**config.mk**
```make
export PLATFORM = sky130hd
export DESIGN_NAME = spi_sensor_regs
export DESIGN_NICKNAME = d
export VERILOG_FILES = /design/src/rtl/spi_sensor_pkg.sv /design/src/rtl/spi_sensor_sync.sv /design/src/rtl/spi_sensor_framer.sv /design/src/rtl/spi_sensor_bank.sv /design/src/rtl/spi_sensor_regs.sv
export SDC_FILE = /design/constraint.sdc
export NUM_CORES = 1
export LEC_CHECK = 0
export BUFFER_PORTS_ARGS = -buffer_cell sky130_fd_sc_hd__buf_2
export CAP_MARGIN = 25
export CORE_ASPECT_RATIO = 1.25
export CORE_MARGIN = 1.5
export CORE_UTILIZATION = 23
export CTS_CLUSTER_DIAMETER = 30
export DETAILED_ROUTE_END_ITERATION = 8
export PLACE_DENSITY_LB_ADDON = 0.05
export SETUP_SLACK_MARGIN = 0.5
export SLEW_MARGIN = 20
export SYNTH_ARGS = -nofsm -noshare
export SYNTH_HDL_FRONTEND = slang
export SYNTH_SLANG_ARGS = --single-unit
```
**constraint.sdc**
```tcl
create_clock -name clk -period 8.3 [get_ports clk]
set_input_delay 1.245 -clock clk [delete_from_list [all_inputs] [get_ports clk]]
set_output_delay 1.245 -clock clk [all_outputs]
set_load 0.03 [all_outputs]
```
**src/rtl/spi_sensor_pkg.sv**
```systemverilog
package spi_sensor_pkg;

    localparam int BYTE_W      = 8;
    localparam int ADDR_W      = 6;
    localparam int NUM_ADDR    = 1 << ADDR_W;
    localparam int AXIS_COUNT  = 3;
    localparam int SAMPLE_BYTES = 2;
    localparam int SAMPLE_W    = AXIS_COUNT > 0 ? SAMPLE_BYTES * BYTE_W : 0;
    localparam int AXIS_BYTES  = AXIS_COUNT * SAMPLE_BYTES;
    localparam int AXIS_IDX_W  = $clog2(AXIS_BYTES);

    localparam logic [ADDR_W-1:0] STORE_LAST    = 6'h31;
    localparam logic [ADDR_W-1:0] AXIS_BASE     = 6'h32;
    localparam logic [ADDR_W-1:0] AXIS_LAST     = AXIS_BASE + ADDR_W'(AXIS_BYTES - 1);
    localparam logic [ADDR_W-1:0] FIFO_CFG_ADR  = 6'h38;
    localparam logic [ADDR_W-1:0] FIFO_STAT_ADR = 6'h39;
    localparam logic [ADDR_W-1:0] LAST_BACKED   = FIFO_STAT_ADR;
    localparam logic [BYTE_W-1:0] STAT_MASK     = 8'hBF;
    localparam logic [BYTE_W-1:0] FILL_BYTE     = 8'hFF;

    typedef struct packed {
        logic              rd;
        logic              burst;
        logic [ADDR_W-1:0] addr;
    } cmd_t;

    typedef enum logic {
        LINK_IDLE,
        LINK_ACTIVE
    } link_t;

    function automatic cmd_t decode_cmd(input logic [BYTE_W-1:0] b);
        cmd_t c;
        c.rd    = b[7];
        c.burst = b[6];
        c.addr  = b[ADDR_W-1:0];
        return c;
    endfunction

    function automatic logic is_store(input logic [ADDR_W-1:0] a);
        return (a <= STORE_LAST) || (a == FIFO_CFG_ADR);
    endfunction

    function automatic logic is_axis(input logic [ADDR_W-1:0] a);
        return (a >= AXIS_BASE) && (a <= AXIS_LAST);
    endfunction

    function automatic logic is_axis_low(input logic [ADDR_W-1:0] a);
        logic [ADDR_W-1:0] off;
        off = a - AXIS_BASE;
        return is_axis(a) && (off[0] == 1'b0);
    endfunction

endpackage

```
**src/rtl/spi_sensor_sync.sv**
```systemverilog
module spi_sensor_sync #(
    parameter int          W       = 3,
    parameter int          STAGES  = 2,
    parameter logic [W-1:0] RST_VAL = '0
) (
    input  logic         clk,
    input  logic         rst,
    input  logic [W-1:0] d,
    output logic [W-1:0] q
);
    logic [W-1:0] chain [STAGES];

    always_ff @(posedge clk) begin
        if (rst) begin
            for (int s = 0; s < STAGES; s++) chain[s] <= RST_VAL;
        end else begin
            chain[0] <= d;
            for (int s = 1; s < STAGES; s++) chain[s] <= chain[s-1];
        end
    end

    assign q = chain[STAGES-1];
endmodule

```
**src/rtl/spi_sensor_framer.sv**
```systemverilog
module spi_sensor_framer
    import spi_sensor_pkg::*;
(
    input  logic              clk,
    input  logic              rst,
    input  logic              sck_s,
    input  logic              cs_s,
    input  logic              mosi_s,
    input  logic [BYTE_W-1:0] rd_data,
    output logic              spi_miso,
    output logic              active,
    output logic              txn_start,
    output logic              rd_take,
    output logic [ADDR_W-1:0] rd_addr,
    output logic              wr_en,
    output logic [ADDR_W-1:0] wr_addr,
    output logic [BYTE_W-1:0] wr_data,
    output logic              byte_done,
    output logic [ADDR_W-1:0] ptr,
    output cmd_t              cmd
);
    localparam int CNT_W = $clog2(BYTE_W);

    link_t             state;
    logic              sck_prev, cs_prev;
    logic [CNT_W-1:0]  bit_cnt;
    logic              have_cmd, first_done;
    logic [BYTE_W-1:0] rx_q, tx_q, rx_next;
    logic              sck_rise, sck_fall, cs_fall, cs_rise;
    logic              last_bit, data_en, shift_evt, load_evt;

    assign sck_rise  = sck_s & ~sck_prev;
    assign sck_fall  = ~sck_s & sck_prev;
    assign cs_fall   = cs_prev & ~cs_s;
    assign cs_rise   = ~cs_prev & cs_s;
    assign active    = (state == LINK_ACTIVE);
    assign last_bit  = (bit_cnt == CNT_W'(BYTE_W - 1));
    assign rx_next   = {rx_q[BYTE_W-2:0], mosi_s};
    assign data_en   = cmd.burst | ~first_done;
    assign shift_evt = active & sck_rise & ~cs_rise;
    assign load_evt  = active & sck_fall & ~cs_rise & (bit_cnt == '0) & have_cmd;

    assign txn_start = cs_fall;
    assign byte_done = shift_evt & last_bit & have_cmd;
    assign wr_en     = byte_done & ~cmd.rd & data_en;
    assign wr_addr   = ptr;
    assign wr_data   = rx_next;
    assign rd_take   = load_evt & cmd.rd & data_en;
    assign rd_addr   = ptr;
    assign spi_miso  = active & tx_q[BYTE_W-1];

    always_ff @(posedge clk) begin
        if (rst) begin
            state      <= LINK_IDLE;
            sck_prev   <= 1'b1;
            cs_prev    <= 1'b1;
            bit_cnt    <= '0;
            have_cmd   <= 1'b0;
            first_done <= 1'b0;
            rx_q       <= '0;
            tx_q       <= '0;
            ptr        <= '0;
            cmd        <= '0;
        end else begin
            sck_prev <= sck_s;
            cs_prev  <= cs_s;
            if (cs_rise) begin
                state <= LINK_IDLE;
                tx_q  <= '0;
            end else if (cs_fall) begin
                state      <= LINK_ACTIVE;
                bit_cnt    <= '0;
                have_cmd   <= 1'b0;
                first_done <= 1'b0;
                rx_q       <= '0;
                tx_q       <= '0;
            end else if (active) begin
                if (sck_rise) begin
                    rx_q    <= rx_next;
                    bit_cnt <= bit_cnt + 1'b1;
                    if (last_bit) begin
                        if (!have_cmd) begin
                            cmd      <= decode_cmd(rx_next);
                            ptr      <= rx_next[ADDR_W-1:0];
                            have_cmd <= 1'b1;
                        end else begin
                            ptr        <= ptr + 1'b1;
                            first_done <= 1'b1;
                        end
                    end
                end else if (sck_fall) begin
                    if (load_evt) begin
                        if (cmd.rd) tx_q <= data_en ? rd_data : FILL_BYTE;
                        else        tx_q <= '0;
                    end else begin
                        tx_q <= {tx_q[BYTE_W-2:0], 1'b0};
                    end
                end
            end
        end
    end
endmodule

```
**src/rtl/spi_sensor_bank.sv**
```systemverilog
module spi_sensor_bank
    import spi_sensor_pkg::*;
(
    input  logic                clk,
    input  logic                rst,
    input  logic                txn_start,
    input  logic                rd_take,
    input  logic [ADDR_W-1:0]   rd_addr,
    input  logic                wr_en,
    input  logic [ADDR_W-1:0]   wr_addr,
    input  logic [BYTE_W-1:0]   wr_data,
    input  logic [SAMPLE_W-1:0] sample_x,
    input  logic [SAMPLE_W-1:0] sample_y,
    input  logic [SAMPLE_W-1:0] sample_z,
    input  logic [BYTE_W-1:0]   fifo_status,
    output logic [BYTE_W-1:0]   rd_data,
    output logic [BYTE_W-1:0]   fifo_ctrl
);
    logic [SAMPLE_W-1:0]   samp  [AXIS_COUNT];
    logic [BYTE_W-1:0]     live  [AXIS_BYTES];
    logic [BYTE_W-1:0]     shadow[AXIS_BYTES];
    logic [BYTE_W-1:0]     store [NUM_ADDR];
    logic                  snap_valid;
    logic [ADDR_W-1:0]     rd_off;
    logic [AXIS_IDX_W-1:0] rd_idx;

    assign samp[0] = sample_x;
    assign samp[1] = sample_y;
    assign samp[2] = sample_z;

    for (genvar ax = 0; ax < AXIS_COUNT; ax++) begin : g_axis
        for (genvar by = 0; by < SAMPLE_BYTES; by++) begin : g_byte
            assign live[ax*SAMPLE_BYTES + by] = samp[ax][by*BYTE_W +: BYTE_W];
        end
    end

    for (genvar a = 0; a < NUM_ADDR; a++) begin : g_reg
        if (is_store(ADDR_W'(a))) begin : g_rw
            always_ff @(posedge clk) begin
                if (rst)                                 store[a] <= '0;
                else if (wr_en && wr_addr == ADDR_W'(a)) store[a] <= wr_data;
            end
        end else begin : g_none
            assign store[a] = '0;
        end
    end

    always_ff @(posedge clk) begin
        if (rst) begin
            snap_valid <= 1'b0;
            for (int i = 0; i < AXIS_BYTES; i++) shadow[i] <= '0;
        end else if (txn_start) begin
            snap_valid <= 1'b0;
        end else if (rd_take && is_axis_low(rd_addr) && !snap_valid) begin
            snap_valid <= 1'b1;
            for (int i = 0; i < AXIS_BYTES; i++) shadow[i] <= live[i];
        end
    end

    assign rd_off = rd_addr - AXIS_BASE;
    assign rd_idx = rd_off[AXIS_IDX_W-1:0];

    always_comb begin
        if (rd_addr > LAST_BACKED)          rd_data = '0;
        else if (is_axis(rd_addr))          rd_data = snap_valid ? shadow[rd_idx] : live[rd_idx];
        else if (rd_addr == FIFO_STAT_ADR)  rd_data = fifo_status & STAT_MASK;
        else                                rd_data = store[rd_addr];
    end

    assign fifo_ctrl = store[FIFO_CFG_ADR];
endmodule

```
**src/rtl/spi_sensor_regs.sv**
```systemverilog
module spi_sensor_regs
    import spi_sensor_pkg::*;
#(
    parameter int SYNC_STAGES = 2
) (
    input  logic        clk,
    input  logic        rst,
    input  logic        spi_sck,
    input  logic        spi_cs_n,
    input  logic        spi_mosi,
    output logic        spi_miso,
    input  logic [15:0] sample_x,
    input  logic [15:0] sample_y,
    input  logic [15:0] sample_z,
    input  logic [7:0]  fifo_status,
    output logic [7:0]  fifo_ctrl
);
    logic              sck_s, cs_s, mosi_s;
    logic [BYTE_W-1:0] rd_data, wr_data;
    logic [ADDR_W-1:0] rd_addr, wr_addr, ptr;
    logic              active, txn_start, rd_take, wr_en, byte_done;
    cmd_t              cmd;

    spi_sensor_sync #(
        .W       (3),
        .STAGES  (SYNC_STAGES),
        .RST_VAL (3'b110)
    ) u_sync (
        .clk (clk),
        .rst (rst),
        .d   ({spi_sck, spi_cs_n, spi_mosi}),
        .q   ({sck_s, cs_s, mosi_s})
    );

    spi_sensor_framer u_framer (
        .clk       (clk),
        .rst       (rst),
        .sck_s     (sck_s),
        .cs_s      (cs_s),
        .mosi_s    (mosi_s),
        .rd_data   (rd_data),
        .spi_miso  (spi_miso),
        .active    (active),
        .txn_start (txn_start),
        .rd_take   (rd_take),
        .rd_addr   (rd_addr),
        .wr_en     (wr_en),
        .wr_addr   (wr_addr),
        .wr_data   (wr_data),
        .byte_done (byte_done),
        .ptr       (ptr),
        .cmd       (cmd)
    );

    spi_sensor_bank u_bank (
        .clk         (clk),
        .rst         (rst),
        .txn_start   (txn_start),
        .rd_take     (rd_take),
        .rd_addr     (rd_addr),
        .wr_en       (wr_en),
        .wr_addr     (wr_addr),
        .wr_data     (wr_data),
        .sample_x    (sample_x),
        .sample_y    (sample_y),
        .sample_z    (sample_z),
        .fifo_status (fifo_status),
        .rd_data     (rd_data),
        .fifo_ctrl   (fifo_ctrl)
    );
endmodule

```
==> impl_metrics.ini, run 1 <==
[min_path]
hold_path_startpoint = u_sync.chain[0][1]
worst_hold_path.endpoint = u_sync.chain[0][4]
worst_hold_path_type = register to register
worstHoldPathCells = 1

[cts]
post-cts-setup-buffers = 0
clk_pin_slew_worst_paths_ns = 0.04
tritoncts = done
clock_tree.root_cell = sky130_fd_sc_hd__clkbuf_16
clock_sinks = 494
hold_buffers = 0
tritoncts.num_buffers = 142
clock_path_buffers = 3
clk_latency_ns = 0.73
cts_resized = 0
ctsHtreeMaxLevel = 4

[power_and_ir_drop]
clkPwrFrac_pct = 68.7
p_total_mw = 8.041
seqPwrFrac_pct = 30.2
netSwitchingFraction_pct = 20.80
combinationalPowerShare_pct = 1.1
powerDensity_nw_per_um2 = 275.7
internal-power_mw = 6.369
total_leakage_power_nw = 9.415
worst_ir_drop_vdd_v = 0.0001334
power_switching_mw = 1.672

[sta]
min_period_ns = 4.776
timing.clock.skew_ns = 0.02727
final_max_slew_viol_count = 0
grt_setup_unrepaired = false
timing.max_slew.rel_slack_pct = 27.44
timing.setup.tns_ns = 0
count_of_endpoints_failing_hold_in_the_final_timing_report = 0
setup_viol = 0
timing_worst_slew_pin_value_ns = 1.061
period_share_pct = 57.55
fmax_mhz = 209.4

[global_route]
first_pass_grt_wire_length_um = 138600
initial_antenna_violation_count = 1
globalRoute.totalOverflow = 0
first_global_vias = 20115
grt_max_degree = 101
globalRouteTotalUtil_pct = 18.60

[worst_setup_path]
crit_buf_inv = 4
path_class = register to register
path_max_fanout = 46
worstSetupStartpointType = register
crit-reg2reg-capture = u_framer.tx_q[5]
slowest_stage = sky130_fd_sc_hd__dfxtp_4
worstSetupEndpointType = register
critical-path-top-cell-by-count = sky130_fd_sc_hd__buf_4
slowest_delay_ns = 0.93
path_cells = buf_4 > inv_1 > ha_1 > nand2_1 > buf_4 > a21oi_1 > a2111oi_0 > buf_4 > o41ai_1
crit_path_leading_delay_family = buffers and inverters
worst-endpoint-arrival_ns = 5.38
timing.reg2reg.setup_slack_ns = 3.52
timing.critical_path.required_ns = 8.90
timing.reg2reg.worst_path_depth = 9
worstReg2RegStart = u_framer.ptr[1]

[route]
vias = 19863
routed_wire_length_per_instance_um = 23.18
drtIter0Drc = 1411
wirelength_um = 94590
drtAntennaViolNets = 0
first_pass_iters = 5
detail_route.drc_violations = 0
routed_via_density = 4.868

[placed_design]
placed_wire_length_estimate_after_detailed_placement_um = 55520
numPortBuffers = 68
dpl-instance-area_um2 = 24270
place_congestion = 0.7643

[finish]
final_cell_mix = sky130_fd_sc_hd__nand2_1 (598), sky130_fd_sc_hd__dfxtp_1 (435), sky130_fd_sc_hd__a21oi_1 (426)
final_layout_size_suffix_gt1_share_pct = 18.48
layout_fillers = 10411
layout.cells.most_common = sky130_fd_sc_hd__nand2_1
n_antenna_cell = 0
postLayoutCellArea_um2 = 29170
areaGrowthSynthToFinish_pct = 27.53
final_layout_net_count = 2730

[synth]
postSynthNetCount = 2702
synth_seq_cells = 494
synth_cell_types = 67
synth_edf_count = 48
synth_area_per_cell_um2 = 8.697
primary_ff_master_synth = sky130_fd_sc_hd__dfxtp_1
yosysWarnings = 0
proportion_of_synthesized_chip_area_in_sequential_cells_pct = 45.34
syn-cell-area_um2 = 22870
asyncSetResetFlopFracSynth_pct = 0
synthesis.instances = 2630

[floorplanning]
die_h_um = 355.6
io_count = 70
floorplan.core_area_um2 = 98780
die_outline_width_um = 285.1
core_rows = 129
initial_utilization_pct = 23.16
die_area_um2 = 101400

[run]
count_of_max_cap_constraint_violations = 0

[outcome]
outcome = finished, final reports clean
==> flip-flops by register name, indices dropped and copies added (netlist names) <==
name / count
u_bank.fifo_ctrl: 8
u_bank.shadow: 48
u_bank.snap_valid: 1
u_bank.store: 400
u_framer.active: 1
u_framer.bit_cnt: 3
u_framer.cmd: 2
u_framer.cs_prev: 1
u_framer.first_done: 1
u_framer.have_cmd: 1
u_framer.ptr: 6
u_framer.rx_q: 7
u_framer.sck_prev: 1
u_framer.tx_q: 8
u_sync.chain: 6
==> routing by layer <==
layer / global-route usage [%] / vias up / share of wire, %
li1: - / 9370 / -
met1: 23.30 / 9869 / 44
met2: 32.02 / 489 / 50
met3: 3.944 / 135 / 4.3
met4: 5.291 / 0 / 2.0
met5: 0 / - / 0
==> Yosys cell counts (4+ instances only) <==
| library cell | number | area, um^2 |
|---|---|---|
| sky130_fd_sc_hd__a2111oi_0 | 5 | 43.79 |
| sky130_fd_sc_hd__a211o_1 | 4 | 35.03 |
| sky130_fd_sc_hd__a211oi_1 | 17 | 127.6 |
| sky130_fd_sc_hd__a21oi_1 | 426 | 2132 |
| sky130_fd_sc_hd__a221oi_1 | 4 | 35.03 |
| sky130_fd_sc_hd__a22oi_1 | 12 | 90.09 |
| sky130_fd_sc_hd__a31oi_1 | 10 | 62.56 |
| sky130_fd_sc_hd__and2_1 | 54 | 337.8 |
| sky130_fd_sc_hd__and3_1 | 4 | 25.02 |
| sky130_fd_sc_hd__buf_1 | 16 | 60.06 |
| sky130_fd_sc_hd__buf_2 | 25 | 125.1 |
| sky130_fd_sc_hd__buf_4 | 18 | 135.1 |
| sky130_fd_sc_hd__buf_6 | 9 | 101.4 |
| sky130_fd_sc_hd__clkbuf_1 | 166 | 623.1 |
| sky130_fd_sc_hd__dfxtp_1 | 446 | 8929 |
| sky130_fd_sc_hd__edfxtp_1 | 48 | 1441 |
| sky130_fd_sc_hd__ha_1 | 11 | 137.6 |
| sky130_fd_sc_hd__inv_1 | 13 | 48.80 |
| sky130_fd_sc_hd__mux2_2 | 10 | 112.6 |
| sky130_fd_sc_hd__mux2i_1 | 81 | 810.8 |
| sky130_fd_sc_hd__mux4_2 | 95 | 2140 |
| sky130_fd_sc_hd__nand2_1 | 598 | 2245 |
| sky130_fd_sc_hd__nand2b_1 | 5 | 31.28 |
| sky130_fd_sc_hd__nand3_1 | 44 | 220.2 |
| sky130_fd_sc_hd__nor2_1 | 84 | 315.3 |
| sky130_fd_sc_hd__nor2_2 | 14 | 87.58 |
| sky130_fd_sc_hd__nor2_4 | 12 | 135.1 |
| sky130_fd_sc_hd__nor2b_1 | 16 | 100.1 |
| sky130_fd_sc_hd__nor3_1 | 17 | 85.08 |
| sky130_fd_sc_hd__o211ai_1 | 14 | 105.1 |
| sky130_fd_sc_hd__o21ai_0 | 274 | 1371 |
| sky130_fd_sc_hd__o22ai_1 | 8 | 50.05 |
| sky130_fd_sc_hd__or2_2 | 8 | 50.05 |
==> power by group through the flow <==
| stage | combinational, mW | sequential, mW | clock (mW) |
|---|---|---|---|
| finish | 0.0866 | 2.43 | 5.52 |
| global route | 0.0942 | 2.43 | 5.78 |
| CTS | 0.0881 | 2.43 | 5.64 |
| detailed placement | 0.0878 | 2.47 | 0 |
| global placement | 0.0872 | 2.47 | 0 |
| floorplan | 0.0477 | 2.47 | 0 |
==> worst max-delay path by stage <==
stage | cells past startpoint | slack [ns] | from | end
2_1_floorplan | 12 | 3.28 | u_framer.ptr[0] | u_bank.shadow[0][0]
3_3_place_gp | 9 | 3.50 | u_framer.ptr[1] | u_framer.tx_q[5]
3_5_place_dp | 9 | 3.42 | u_framer.ptr[1] | u_framer.tx_q[5]
4_1_cts | 9 | 3.42 | u_framer.ptr[1] | u_framer.tx_q[5]
5_1_grt | 9 | 3.26 | u_framer.cs_prev | u_bank.store[322]
6_report | 9 | 3.52 | u_framer.ptr[1] | u_framer.tx_q[5]
==> cells by family after synthesis <==
kind of cell / count (synthesis) / synth area share, %
adder cells (fa/ha/maj): 11 / 0.6017
flip-flops: 494 / 45.34
buffers and inverters: 251 / 4.912
AND/OR/NAND/NOR: 881 / 16.79
multiplexers: 186 / 13.39
AO/OA/AOI/OAI: 807 / 18.97
==> metrics by stage <==
stage	hold slack [ns]	utilization (%)	worst slack (ns)	cells
after floorplan	0.3895	-	3.280	2630
after global placement	0.4095	24.56	3.497	3823
after detailed placement	0.4039	24.57	3.424	3824
after CTS	0.4212	29.53	3.419	4080
after global routing	0.4287	29.53	3.260	4080
final	0.4176	29.53	3.524	4080
==> worst reg2reg max path, delay by kind of cell (launching register included) <==
kind                     cells  cell delay, ns
buffers and inverters        4            1.90
AND/OR/NAND/NOR              1            0.20
AO/OA/AOI/OAI                3            1.06
flip-flops                   1            0.93
adder cells (fa/ha/maj)      1            0.58
==> layout make-up <==
cell class	instances	area, um^2	share of cell area (%)
sequential	494	10390	35.63
inverter	13	48.80	0.1673
multi-input combinational	1885	11420	39.15
tap	1310	1639	5.619
clock buffer	200	4264	14.62
clock inverter	56	635.6	2.179
timing repair buffer	122	768.2	2.634
No activity file was read; power rests on OpenSTA's default activity.
==> inputs of run 2 (changes only) <==
==> constraint.sdc (replaced) <==
create_clock -name clk -period 3.9 [get_ports clk]
set_input_delay 0.585 -clock clk [delete_from_list [all_inputs] [get_ports clk]]
set_output_delay 0.585 -clock clk [all_outputs]
set_load 0.03 [all_outputs]
==> impl_metrics.ini, run 2 (same netlist as run 1, synthesis figures left out) <==
[finish]
n_antenna_cell = 0
layout_fillers = 10356
final_cell_mix = sky130_fd_sc_hd__nand2_1 (598), sky130_fd_sc_hd__dfxtp_1 (435), sky130_fd_sc_hd__a21oi_1 (426)
combined_area_of_the_multi_input_logic_cells_um2 = 11420
areaGrowthSynthToFinish_pct = 30.32
largest_register_ff_count = 400
final_layout_size_suffix_gt1_share_pct = 20.49
layout.cells.most_common = sky130_fd_sc_hd__nand2_1
register_area_um2 = 10400
final_layout_net_count = 2804
reg_top3 = u_bank.store: 400 flops, u_bank.shadow: 48 flops
registers.top_by_ff_count = u_bank.store

[worst_setup_path]
slowest_delay_ns = 0.64
path_class = register to register
worst-endpoint-arrival_ns = 3.71
timing.reg2reg.worst_path_depth = 8
crit_path_leading_delay_family = compound AO/OA/AOI/OAI gates
worstSetupStartpointType = register
timing.reg2reg.setup_slack_ns = 0.76
worstReg2RegStart = u_framer.ptr[0]
crit-reg2reg-capture = u_framer.tx_q[3]
crit_path_end = u_framer.tx_q[3]
setup.worst_path.start = u_framer.ptr[0]
worstSetupEndpointType = register
slowest_stage = sky130_fd_sc_hd__o311ai_0
timing.critical_path.required_ns = 4.47
crit_buf_inv = 2
path_cells = buf_12 > buf_12 > mux4_2 > or2_2 > nand3_1 > a41oi_1 > o311ai_0 > a21oi_1
cp.depth = 8
path_max_fanout = 23
critical-path-top-cell-by-count = sky130_fd_sc_hd__buf_12

[cts]
clock_sinks = 494
tritoncts = done
clk_latency_ns = 0.73
clock_path_buffers = 3
clock_tree.root_cell = sky130_fd_sc_hd__clkbuf_16
ctsHtreeMaxLevel = 4
clk_pin_slew_worst_paths_ns = 0.04
tritoncts.num_buffers = 141

[floorplanning]
initial_utilization_pct = 23.16
die_area_um2 = 101400
floorplan.core_area_um2 = 98780
io_count = 70
core_rows = 129
die_outline_width_um = 285.1
die_h_um = 355.6

[route]
drtAntennaViolNets = 0
routed_via_density = 4.877
detail_route.drc_violations = 0
first_pass_iters = 6
drtIter0Drc = 1416
routed_wire_length_per_instance_um = 23.10
vias = 20244
wirelength_um = 95900

[placed_design]
numPortBuffers = 68
placed_wire_length_estimate_after_detailed_placement_um = 61030
place_congestion = 0.8142

[sta]
min_period_ns = 3.144
timing.clock.skew_ns = 0.02093
timing_worst_slew_pin_value_ns = 1.063
final_max_slew_viol_count = 0
timing.setup.tns_ns = 0
period_share_pct = 80.60
setup_viol = 0
count_of_endpoints_failing_hold_in_the_final_timing_report = 0
timing.max_slew.rel_slack_pct = 29.11
fmax_mhz = 318.1
grt_setup_unrepaired = false

[power_and_ir_drop]
p_total_mw = 16.89
powerDensity_nw_per_um2 = 566.6
total_leakage_power_nw = 9.802
worst_ir_drop_vdd_v = 0.0003534

[global_route]
globalRouteTotalUtil_pct = 18.79
first_global_vias = 20138
initial_antenna_violation_count = 4
globalRoute.totalOverflow = 0
first_pass_grt_wire_length_um = 139900
grt_max_degree = 197

[min_path]
hold_path_startpoint = spi_sck
worst_hold_path_type = input pin to register

[outcome]
outcome = finished, final reports clean

[run]
count_of_max_cap_constraint_violations = 0
[run 2: cell types whose count changed in the layout (fill, tap and decap cells not counted), sizes merged]
cell | before | now
buf | 122 | 197
bufinv | 13 | 14
clkbuf | 200 | 198
clkinv | 35 | 33
clkinvlp | 4 | 2
inv | 17 | 18
[run 2: cell type report]
| class | count | area share [%] |
|---|---|---|
| Multi-Input combinational cell | 1885 | 38.33 |
| Sequential cell | 494 | 34.88 |
| Clock buffer | 198 | 13.85 |
| Tap cell | 1310 | 5.499 |
| Timing Repair Buffer | 197 | 5.054 |
| Clock inverter | 54 | 2.220 |
| Inverter | 13 | 0.1637 |
[run 2: worst reg2reg max path, delay by kind of cell, from the launching register on]
family / cells / cell delay (ns)
mux: 1 / 0.60
compound gates: 3 / 1.02
simple gates: 2 / 0.48
buf+inv: 2 / 0.39
flops: 1 / 0.52
[run 2: worst min-delay path by stage]
stage,endpoint,slack (ns),cells after the start
global route,u_sync.chain[0][2],0.03,2
detailed placement,u_sync.chain[0][5],0.41,1
CTS,u_sync.chain[0][2],0.004,2
global placement,u_sync.chain[0][5],0.41,1
finish,u_sync.chain[0][2],0.06,2
floorplan,u_sync.chain[0][4],0.39,1
[run 2: power by group]
part / leakage (nW) / switching, mW / internal [mW]
registers: 4.09 / 0.0180 / 5.17
logic: 3.33 / 0.127 / 0.0504
clock network: 2.38 / 3.36 / 8.17
total: 9.80 / 3.50 / 13.4
[run 2: repair_timing]
action | in CTS | in global routing
pin swaps | 0 | 1
gates resized for setup | 1 | 1
endpoints found under the hold margin | 0 | 0
hold buffers | 0 | 0
buffers inserted | 7 | 1
endpoints found under the setup margin | 3 | 206
[run 2: layer usage]
metal	routed length (um)	vias up	track usage, %
li1	-	9509	-
met2	46740	576	31.29
met4	3086	6	7.026
met5	38	-	0
met3	4994	159	4.430
met1	41040	9994	23.47
[run 2: through the flow]
stage	cell area, um^2	cells	util, %	hold slack [ns]	setup WS (ns)
final	29810	4151	30.18	0.06284	0.7565
after global routing	29810	4151	30.18	0.03003	0.5725
after CTS	29790	4150	30.15	0.004023	0.5547
after detailed placement	24900	3891	25.21	0.4110	0.3840
after global placement	24860	3889	25.17	0.4085	0.4063
after floorplan	22890	2630	-	0.3895	0.5059
